===== config.mk =====
export PLATFORM = sky130hd
export DESIGN_NAME = dma_chan_seq
export DESIGN_NICKNAME = d
export VERILOG_FILES = /design/src/rtl/dma_seq_pkg.sv /design/src/rtl/dma_req_sync.sv /design/src/rtl/dma_tc_counter.sv /design/src/rtl/dma_seq_fsm.sv /design/src/rtl/dma_chan_seq.sv
export SDC_FILE = /design/constraint.sdc
export NUM_CORES = 1
export LEC_CHECK = 0
export CAP_MARGIN = 20
export CELL_PAD_IN_SITES_DETAIL_PLACEMENT = 2
export CELL_PAD_IN_SITES_GLOBAL_PLACEMENT = 2
export CORE_MARGIN = 4
export CORE_UTILIZATION = 25
export CTS_CLUSTER_SIZE = 20
export DETAILED_ROUTE_END_ITERATION = 8
export PLACE_DENSITY_LB_ADDON = 0.08
export SYNTH_ARGS = -nofsm -noshare
export SYNTH_HDL_FRONTEND = slang
export SYNTH_HIERARCHICAL = 1
export SYNTH_SLANG_ARGS = --single-unit

===== constraint.sdc =====
create_clock -name clk -period 2.8 [get_ports clk]
set_input_delay 0.28 -clock clk [delete_from_list [all_inputs] [get_ports clk]]
set_output_delay 0.28 -clock clk [all_outputs]
set_load 0.01 [all_outputs]

===== src/rtl/dma_seq_pkg.sv =====
// Package: shared state type and burst-length helper for the DMA channel
// sequencer. Assumes atomic transfers are either one unit or four units.
package dma_seq_pkg;

    typedef enum logic [1:0] {
        SEQ_IDLE = 2'd0,
        SEQ_BUSY = 2'd1,
        SEQ_HOLD = 2'd2
    } seq_state_t;

    localparam int UNIT_BEATS  = 1;
    localparam int BURST_BEATS = 4;

    // Beats per atomic transfer for a given size select.
    function automatic int beats_for(input logic four);
        return four ? BURST_BEATS : UNIT_BEATS;
    endfunction

endpackage


===== src/rtl/dma_req_sync.sv =====
// Module: multi-flop synchronizer for the incoming request line.
// Assumes STAGES >= 2 and that the input is a level that lasts several
// cycles; narrow glitches may be missed.
module dma_req_sync #(
    parameter int STAGES = 2
) (
    input  logic clk,
    input  logic rst_n,
    input  logic async_in,
    output logic sync_out
);

    logic [STAGES-1:0] chain_q;

    // Shift the raw request through the flop chain.
    always_ff @(posedge clk) begin
        if (!rst_n) begin
            chain_q <= '0;
        end else begin
            chain_q <= {chain_q[STAGES-2:0], async_in};
        end
    end

    assign sync_out = chain_q[STAGES-1];

endmodule


===== src/rtl/dma_tc_counter.sv =====
// Module: remaining-transfer counter with terminal-count pulse and sticky flag.
// Assumes load and dec are never requested together (load happens only
// while the sequencer is idle).
module dma_tc_counter #(
    parameter int CNT_W = 8
) (
    input  logic             clk,
    input  logic             rst_n,
    input  logic             load,
    input  logic [CNT_W-1:0] init,
    input  logic             dec,
    input  logic             irq_en,
    input  logic             clr,
    output logic [CNT_W-1:0] count,
    output logic             is_zero,
    output logic             tc_irq,
    output logic             tc_flag
);

    localparam logic [CNT_W-1:0] ONE = CNT_W'(1);

    logic take;
    logic reach_zero;

    assign take       = dec && (count != '0);
    assign reach_zero = take && (count == ONE);
    assign is_zero    = (count == '0);

    // Load or step down the remaining count.
    always_ff @(posedge clk) begin
        if (!rst_n) begin
            count <= '0;
        end else if (load) begin
            count <= init;
        end else if (take) begin
            count <= count - ONE;
        end
    end

    // One-cycle interrupt pulse and sticky status on reaching zero.
    always_ff @(posedge clk) begin
        if (!rst_n) begin
            tc_irq  <= 1'b0;
            tc_flag <= 1'b0;
        end else begin
            tc_irq <= reach_zero && irq_en;
            if (reach_zero) begin
                tc_flag <= 1'b1;
            end else if (clr) begin
                tc_flag <= 1'b0;
            end
        end
    end

    AST_COUNT_STEP: assert property (@(posedge clk) disable iff (!rst_n)
        (take && !load) |=> (count == $past(count) - ONE));
    AST_IRQ_ONE_CYCLE: assert property (@(posedge clk) disable iff (!rst_n)
        tc_irq |=> !tc_irq);
    AST_IRQ_GATED: assert property (@(posedge clk) disable iff (!rst_n)
        !irq_en |=> !tc_irq);
    AST_FLAG_STICKY: assert property (@(posedge clk) disable iff (!rst_n)
        (tc_flag && !clr) |=> tc_flag);

endmodule


===== src/rtl/dma_seq_fsm.sv =====
// Module: request/acknowledge state machine for one channel.
// Assumes req_s is already synchronized and that the transfer engine
// returns exactly one done pulse per start pulse.
module dma_seq_fsm
    import dma_seq_pkg::*;
#(
    parameter int LEN_W = 3
) (
    input  logic             clk,
    input  logic             rst_n,
    input  logic             running,
    input  logic             req_s,
    input  logic             cnt_zero,
    input  logic             mode_hs,
    input  logic             burst4,
    input  logic             xfer_done,
    output logic             dack,
    output logic             xfer_start,
    output logic [LEN_W-1:0] xfer_len,
    output logic             beat_end
);

    seq_state_t state_q;

    assign beat_end = running && (state_q == SEQ_BUSY) && xfer_done;

    // Advance the sequencer and drive the registered acknowledge and start.
    always_ff @(posedge clk) begin
        if (!rst_n) begin
            state_q    <= SEQ_IDLE;
            dack       <= 1'b0;
            xfer_start <= 1'b0;
            xfer_len   <= '0;
        end else begin
            xfer_start <= 1'b0;
            if (!running) begin
                state_q <= SEQ_IDLE;
                dack    <= 1'b0;
            end else begin
                case (state_q)
                    SEQ_IDLE: begin
                        if (req_s && !cnt_zero) begin
                            state_q    <= SEQ_BUSY;
                            dack       <= 1'b1;
                            xfer_start <= 1'b1;
                            xfer_len   <= LEN_W'(beats_for(burst4));
                        end
                    end
                    SEQ_BUSY: begin
                        if (xfer_done) begin
                            if (mode_hs) begin
                                state_q <= SEQ_HOLD;
                            end else begin
                                state_q <= SEQ_IDLE;
                                dack    <= 1'b0;
                            end
                        end
                    end
                    SEQ_HOLD: begin
                        if (!req_s) begin
                            state_q <= SEQ_IDLE;
                            dack    <= 1'b0;
                        end
                    end
                    default: begin
                        state_q <= SEQ_IDLE;
                        dack    <= 1'b0;
                    end
                endcase
            end
        end
    end

    AST_START_WITH_ACK: assert property (@(posedge clk) disable iff (!rst_n)
        xfer_start |-> dack);
    AST_ONE_START_PER_XFER: assert property (@(posedge clk) disable iff (!rst_n)
        (state_q == SEQ_BUSY && !xfer_done) |=> !xfer_start);
    AST_HS_HOLD_ACK: assert property (@(posedge clk) disable iff (!rst_n)
        (running && state_q == SEQ_HOLD && req_s) |=> dack);
    AST_DEMAND_RELEASE: assert property (@(posedge clk) disable iff (!rst_n)
        (beat_end && !mode_hs) |=> !dack);
    AST_LEN_LEGAL: assert property (@(posedge clk) disable iff (!rst_n)
        xfer_start |-> (xfer_len == LEN_W'(UNIT_BEATS) || xfer_len == LEN_W'(BURST_BEATS)));
    AST_DISABLE_IDLE: assert property (@(posedge clk) disable iff (!rst_n)
        !running |=> (!dack && !xfer_start));
    AST_ZERO_NO_START: assert property (@(posedge clk) disable iff (!rst_n)
        cnt_zero |=> !xfer_start);

endmodule


===== src/rtl/dma_chan_seq.sv =====
// Module: top of the DMA channel request sequencer. Ties the request
// synchronizer, the state machine and the transfer counter together and
// detects the enable rise that loads the count.
// Assumes control inputs are quasi-static while the channel is enabled.
module dma_chan_seq #(
    parameter int CNT_W       = 8,
    parameter int SYNC_STAGES = 2,
    parameter int LEN_W       = 3
) (
    input  logic             clk,
    input  logic             rst_n,
    input  logic             chan_en,
    input  logic             mode_hs,
    input  logic             burst4,
    input  logic             irq_en,
    input  logic [CNT_W-1:0] init_count,
    input  logic             dreq,
    output logic             dack,
    output logic             xfer_start,
    output logic [LEN_W-1:0] xfer_len,
    input  logic             xfer_done,
    output logic [CNT_W-1:0] cur_count,
    output logic             tc_irq,
    output logic             tc_flag,
    input  logic             tc_clr
);

    logic en_q;
    logic load_cnt;
    logic running;
    logic req_s;
    logic cnt_zero;
    logic beat_end;

    // Remember the previous enable level to find its rising edge.
    always_ff @(posedge clk) begin
        if (!rst_n) begin
            en_q <= 1'b0;
        end else begin
            en_q <= chan_en;
        end
    end

    assign load_cnt = chan_en && !en_q;
    assign running  = chan_en && en_q;

    dma_req_sync #(
        .STAGES  (SYNC_STAGES)
    ) u_sync (
        .clk     (clk),
        .rst_n   (rst_n),
        .async_in(dreq),
        .sync_out(req_s)
    );

    dma_seq_fsm #(
        .LEN_W     (LEN_W)
    ) u_fsm (
        .clk       (clk),
        .rst_n     (rst_n),
        .running   (running),
        .req_s     (req_s),
        .cnt_zero  (cnt_zero),
        .mode_hs   (mode_hs),
        .burst4    (burst4),
        .xfer_done (xfer_done),
        .dack      (dack),
        .xfer_start(xfer_start),
        .xfer_len  (xfer_len),
        .beat_end  (beat_end)
    );

    dma_tc_counter #(
        .CNT_W  (CNT_W)
    ) u_cnt (
        .clk    (clk),
        .rst_n  (rst_n),
        .load   (load_cnt),
        .init   (init_count),
        .dec    (beat_end),
        .irq_en (irq_en),
        .clr    (tc_clr),
        .count  (cur_count),
        .is_zero(cnt_zero),
        .tc_irq (tc_irq),
        .tc_flag(tc_flag)
    );

    AST_KEEP_COUNT_OFF: assert property (@(posedge clk) disable iff (!rst_n)
        (!chan_en && en_q) |=> $stable(cur_count));

endmodule


==> impl_metrics.json, run 1 <==
{
  "die_x_um": 69.23,
  "synth-seq-cells": 19,
  "hold_path.class": "register to register",
  "syn_nets": 129,
  "syn_area_um2": 937.1,
  "yosys_warnings": 6,
  "tightest_slew_ns": 0.6070,
  "final_area_um2": 1334,
  "grt_pass1_vias": 1033,
  "slowest_delay_ns": 0.43,
  "wl_um": 3028,
  "finalCritPeriodShare": 0.7694,
  "grt_pass1_wl_um": 5119,
  "synth_edf_count": 0,
  "antenna_found_initial": 0,
  "cts_max_path_buffers": 2,
  "drive_above_1_share": 0.07092,
  "ioPinCount": 32,
  "grt_usage": 0.1312,
  "insertion_delay_ns": 0.26,
  "vias_per_cell": 4.936,
  "final_cell_mix": "clkdlybuf4s50_1, dfxtp_1, nand2_1",
  "hold_violations": 0,
  "io_buffers": 30,
  "ir_drop_v": 0.0001726,
  "yosys.area.top_type": "dfxtp_1",
  "leakage_nw": 0.4660,
  "setup_viol": 0,
  "path_cells": "inv_1 -> ha_1 -> nor4b_1 -> and2_1 -> or3b_4 -> nor3b_2 -> mux2i_1",
  "powerDensity_nw_per_um2": 456.9,
  "cp.required_ns": 3.00,
  "cts.sinks": 19,
  "fmax_mhz": 464.2,
  "hold_start": "u_sync/chain_q[0]",
  "initial_utilization": 0.2702,
  "end_kind": "register",
  "dp.cells": 183,
  "final_common_cell": "clkdlybuf4s50_1",
  "layout.cells.non_filler": 187,
  "yosys-top-cells-area": "dfxtp_1, ha_1, nand2_1",
  "layout.nets": 162,
  "critPathKind": "register to register",
  "clockRootBuffer": "clkbuf_8",
  "synth_cell_types": 39,
  "die_area_um2": 4792,
  "hold_buffers": 0,
  "cts_tree": "built",
  "cap_violations": 0,
  "arrival_ns": 2.35,
  "cts_htree_levels": 1,
  "vias": 923,
  "critical_path.max_fanout": 6,
  "post_drt_wl_per_cell_um": 16.19,
  "yosysSeqAreaShare": 0.4059,
  "status": "completed",
  "skew_ns": 0.001757,
  "timing.rr.start": "u_cnt/count[0]",
  "critPathLaunchType": "register",
  "diodes": 0,
  "num_rows": 21,
  "cts.reportedPaths.clkPinSlew_ns": 0.08,
  "finalMaxSlewViolations": 0,
  "crit_path_start": "u_cnt/count[0]",
  "avgSynthCellArea_um2": 8.598,
  "critical_path.slowest_cell": "dfxtp_1",
  "async_reset_ff_frac": 0,
  "syn_inst": 109,
  "grt.overflow.total": 0,
  "dpl_worst_slack_ns": 0.5182,
  "dr.first_iter.drc_count": 41,
  "period_needed_ns": 2.154,
  "drcViolationCount": 0,
  "cts_buffers": 3,
  "place_hpwl_um": 2255,
  "area_growth_pct": 42.32,
  "synth_ff_type": "dfxtp_1",
  "firstDrtPassIters": 4,
  "core_area_um2": 3468,
  "yosysTopAreaCellShare": 0.4059,
  "tns_ns": 0,
  "slew_headroom": 0.5917,
  "fp.dieH_um": 69.23,
  "post_cts_buffers": 0,
  "grt_max_degree": 17,
  "worst_slack_ns": 0.6456,
  "fin_util": 0.3846,
  "cts.repair.resized": 0,
  "dpl-instance-area_um2": 1287,
  "ant_nets": 0,
  "place_congestion": 0.7913,
  "rsz0062_at_grt": "false"
}
## cell usage after synthesis (all sizes together) (3+ instances only)
cell type and instances:
or4 3, o21ai 7, a21oi 5, a211oi 3, ha 3, inv 7, nand2 10, mux2i 3
dfxtp 19, and2 5, nor2 6, nor3 6
## cell families after synthesis
| family | after synthesis | synth area share |
|---|---|---|
| flip-flops | 19 | 0.4059 |
| AND/OR/NAND/NOR | 45 | 0.2750 |
| adder cells (fa/ha/maj) | 3 | 0.04006 |
| other | 1 | 0.004001 |
| AO/OA/AOI/OAI | 26 | 0.1802 |
| multiplexers | 3 | 0.03204 |
| buffers and inverters | 10 | 0.04407 |
| XOR/XNOR | 2 | 0.01870 |
## final timing paths
path / cells after the start / endpoint / slack (ns)
setup / recovery: 7 / u_fsm/xfer_len[2] / 0.65
hold / removal: 1 / u_sync/chain_q[1] / 0.45
setup reg to reg: 7 / u_fsm/xfer_len[2] / 0.65
hold reg to reg: 1 / u_sync/chain_q[1] / 0.45
## state kept, by name (all words and copies together), names as in the netlist
name,cells
u_cnt/count,8
u_fsm/state_q,2
u_fsm/xfer_len,2
u_sync/chain_q,2
en_q,1
u_cnt/tc_flag,1
u_cnt/tc_irq,1
u_fsm/dack,1
u_fsm/xfer_start,1
## layer usage
metal | up-vias | GRT usage | wire [um]
li1 | 452 | - | -
met1 | 445 | 0.1624 | 1427
met2 | 22 | 0.2235 | 1454
met3 | 4 | 0.02319 | 114
met4 | 0 | 0.05206 | 32
met5 | - | 0 | 0
## cell type report
class / count / area (um^2)
repair buffers: 31 / 307.8
clock buffers: 3 / 41.29
clock inverters: 1 / 5.005
flip-flops and latches: 19 / 380.4
multi-input cells: 80 / 515.5
fillers: 411 / 2135
inverters: 7 / 26.28
well taps: 46 / 57.56
## metrics by stage
| stage | total power, mW | hold slack, ns |
|---|---|---|
| final | 0.6095 | 0.4499 |
| after global routing | 0.6406 | 0.4829 |
| after CTS | 0.6240 | 0.4590 |
| after detailed placement | 0.4121 | 0.4383 |
| after global placement | 0.4080 | 0.4213 |
| after floorplan | 0.3524 | 0.3975 |
## critical path: cells and delay by family, from the launching register on
kind,cells,cell delay [ns]
simple gates,4,1.11
flops,1,0.43
fa+ha+maj,1,0.23
buf+inv,1,0.10
mux,1,0.22
## report_power, final
| part | switching [mW] | leakage, nW | total, mW | internal, mW |
|---|---|---|---|---|
| clock | 0.105 | 0.0255 | 0.204 | 0.0992 |
| sequential | 0.0144 | 0.156 | 0.295 | 0.281 |
| combinational | 0.0507 | 0.285 | 0.110 | 0.0593 |
| total | 0.170 | 0.466 | 0.609 | 0.439 |
Note: power is estimated with default switching activity, not from simulation.
==> run 2, diff against run 1 <==
--- a/config.mk
+++ b/config.mk
@@ -9,7 +9,7 @@
 export CELL_PAD_IN_SITES_DETAIL_PLACEMENT = 2
 export CELL_PAD_IN_SITES_GLOBAL_PLACEMENT = 2
 export CORE_MARGIN = 4
-export CORE_UTILIZATION = 25
+export CORE_UTILIZATION = 22
 export CTS_CLUSTER_SIZE = 20
 export DETAILED_ROUTE_END_ITERATION = 8
 export PLACE_DENSITY_LB_ADDON = 0.08
==> constraint.sdc (replaced) <==
create_clock -name clk -period 1.9 [get_ports clk]
set_input_delay 0.19 -clock clk [delete_from_list [all_inputs] [get_ports clk]]
set_output_delay 0.19 -clock clk [all_outputs]
set_load 0.01 [all_outputs]
==> impl_metrics.json, run 2 (synthesized netlist as in run 1, its figures left out) <==
{
  "worst-r2r-setup-slack_ns": 0.09,
  "cts_htree_levels": 1,
  "met2_length_um": 1480,
  "cts.sinks": 19,
  "ioPinCount": 32,
  "final_area_um2": 1466,
  "layout.cells.non_filler": 205,
  "route.met3.wl_um": 122,
  "vias": 974,
  "cp.required_ns": 2.09,
  "slowest_delay_ns": 0.39,
  "holdPathEnd": "u_sync/chain_q[1]",
  "place_hpwl_um": 2442,
  "post_drt_wl_per_cell_um": 15.04,
  "insertion_delay_ns": 0.26,
  "final_common_cell": "clkdlybuf4s50_1",
  "initial_utilization": 0.2310,
  "grt_pass1_vias": 1098,
  "highest_layer": "met4",
  "critical_path.max_fanout": 2,
  "critical_path.slowest_cell": "or3b_4",
  "totalPowerFinal_uw": 919.5,
  "ir_drop_v": 0.0001806,
  "place_congestion": 0.8193,
  "rsz0062_at_grt": "false",
  "grt_pass1_wl_um": 5347,
  "top_register": "u_cnt/count",
  "cts_tree": "built",
  "min_path_cells": 1,
  "arrival_ns": 2.00,
  "path_cells": "inv_1 -> ha_2 -> nor4b_2 -> and2_1 -> or3b_4 -> nor3b_4 -> mux2i_1",
  "grt_usage": 0.1281,
  "layout.nets": 176,
  "largest_register_ffs": 8,
  "grt_max_degree": 14,
  "critPathLaunchType": "register",
  "firstDrtPassIters": 4,
  "tns_ns": 0,
  "cts_buffers": 3,
  "dpl-instance-area_um2": 1399,
  "r2r_end": "u_fsm/xfer_len[0]",
  "cts.reportedPaths.clkPinSlew_ns": 0.08,
  "period_needed_ns": 1.808,
  "vias_per_cell": 4.751,
  "dp.cells": 199,
  "dpl_worst_slack_ns": -0.07289,
  "end_kind": "register",
  "powerDensity_nw_per_um2": 627.1,
  "status": "completed",
  "r2r_cells": 7,
  "drcViolationCount": 0,
  "wl_um": 3084,
  "antenna_found_initial": 0,
  "dr.first_iter.drc_count": 28,
  "hold_start": "u_sync/chain_q[0]",
  "io_buffers": 30,
  "hold_path.class": "register to register",
  "critPathKind": "register to register",
  "worst_slack_ns": 0.09239,
  "path_buf_inv": 1,
  "fmax_mhz": 553.2,
  "cts_max_path_buffers": 2,
  "diodes": 0,
  "skew_ns": 0.001443,
  "die_x_um": 73.27,
  "num_rows": 23,
  "wl_met1_um": 1460,
  "grt.overflow.total": 0,
  "cp_top_family": "simple AND/OR/NAND/NOR gates",
  "finalMaxSlewViolations": 0,
  "cap_violations": 0,
  "area_growth_pct": 56.48,
  "die_area_um2": 5368,
  "fp.dieH_um": 73.27,
  "setup_viol": 0,
  "core_area_um2": 4058,
  "hold_violations": 0,
  "clockRootBuffer": "clkbuf_8",
  "timing.rr.start": "u_cnt/count[0]",
  "leakage_nw": 0.5394,
  "ant_nets": 0,
  "drive_above_1_share": 0.1871,
  "final_cell_mix": "clkdlybuf4s50_1, dfxtp_1, buf_4",
  "finalCritPeriodShare": 0.9514
}
-- run 2: per-layer routing --
| layer | up-vias | GRT usage |
|---|---|---|
| met5 | - | 0 |
| li1 | 480 | - |
| met2 | 19 | 0.2095 |
| met1 | 473 | 0.1671 |
| met4 | 0 | 0.04303 |
| met3 | 2 | 0.02599 |
-- run 2: area by class of cell --
| type | instances | area, um^2 |
|---|---|---|
| Inverter | 7 | 26.28 |
| Tap cell | 50 | 62.56 |
| Fill cell | 460 | 2591 |
| Clock inverter | 1 | 5.005 |
| Timing Repair Buffer | 45 | 412.9 |
| Clock buffer | 3 | 41.29 |
| Multi-Input combinational cell | 80 | 530.5 |
| Sequential cell | 19 | 387.9 |
-- run 2: worst max path at each step --
stage	from	to	slack, ns	cells after the start
4_1_cts	u_cnt/count[1]	u_fsm/xfer_len[0]	0.002	7
3_5_place_dp	chan_en	u_cnt/count[4]	-0.07	10
5_1_grt	chan_en	u_cnt/count[4]	0.01	10
6_report	u_cnt/count[0]	u_fsm/xfer_len[0]	0.09	7
2_1_floorplan	u_cnt/count[0]	u_fsm/xfer_len[0]	0.0006	8
3_3_place_gp	chan_en	u_cnt/tc_irq	-0.01	9
-- run 2: power breakdown --
part           switching (mW)  internal, mW
sequential             0.0140         0.413
combinational          0.0875         0.109
clock                   0.150         0.146
-- run 2: stage by stage --
stage            util  hold WS [ns]
2_1_floorplan       -        0.3075
3_5_place_dp   0.3447        0.4423
5_1_grt        0.3614        0.4819
4_1_cts        0.3599        0.4619
6_report       0.3614        0.4550
3_3_place_gp   0.3447        0.4235
-- run 2: worst register-to-register path: stages (launching register included) --
cell and delay, ns:
dfxtp_4 0.35, inv_1 0.05, ha_2 0.19, nor4b_2 0.16, and2_1 0.16, or3b_4 0.39
nor3b_4 0.24, mux2i_1 0.21
-- run 2: timing repair --
action | in CTS | in global routing
hold buffers | 0 | 0
pin swaps | 3 | 3
setup endpoints to repair | 1 | 3
resized for setup | 0 | 2
setup buffers | 2 | 0
hold endpoints to repair | 0 | 0
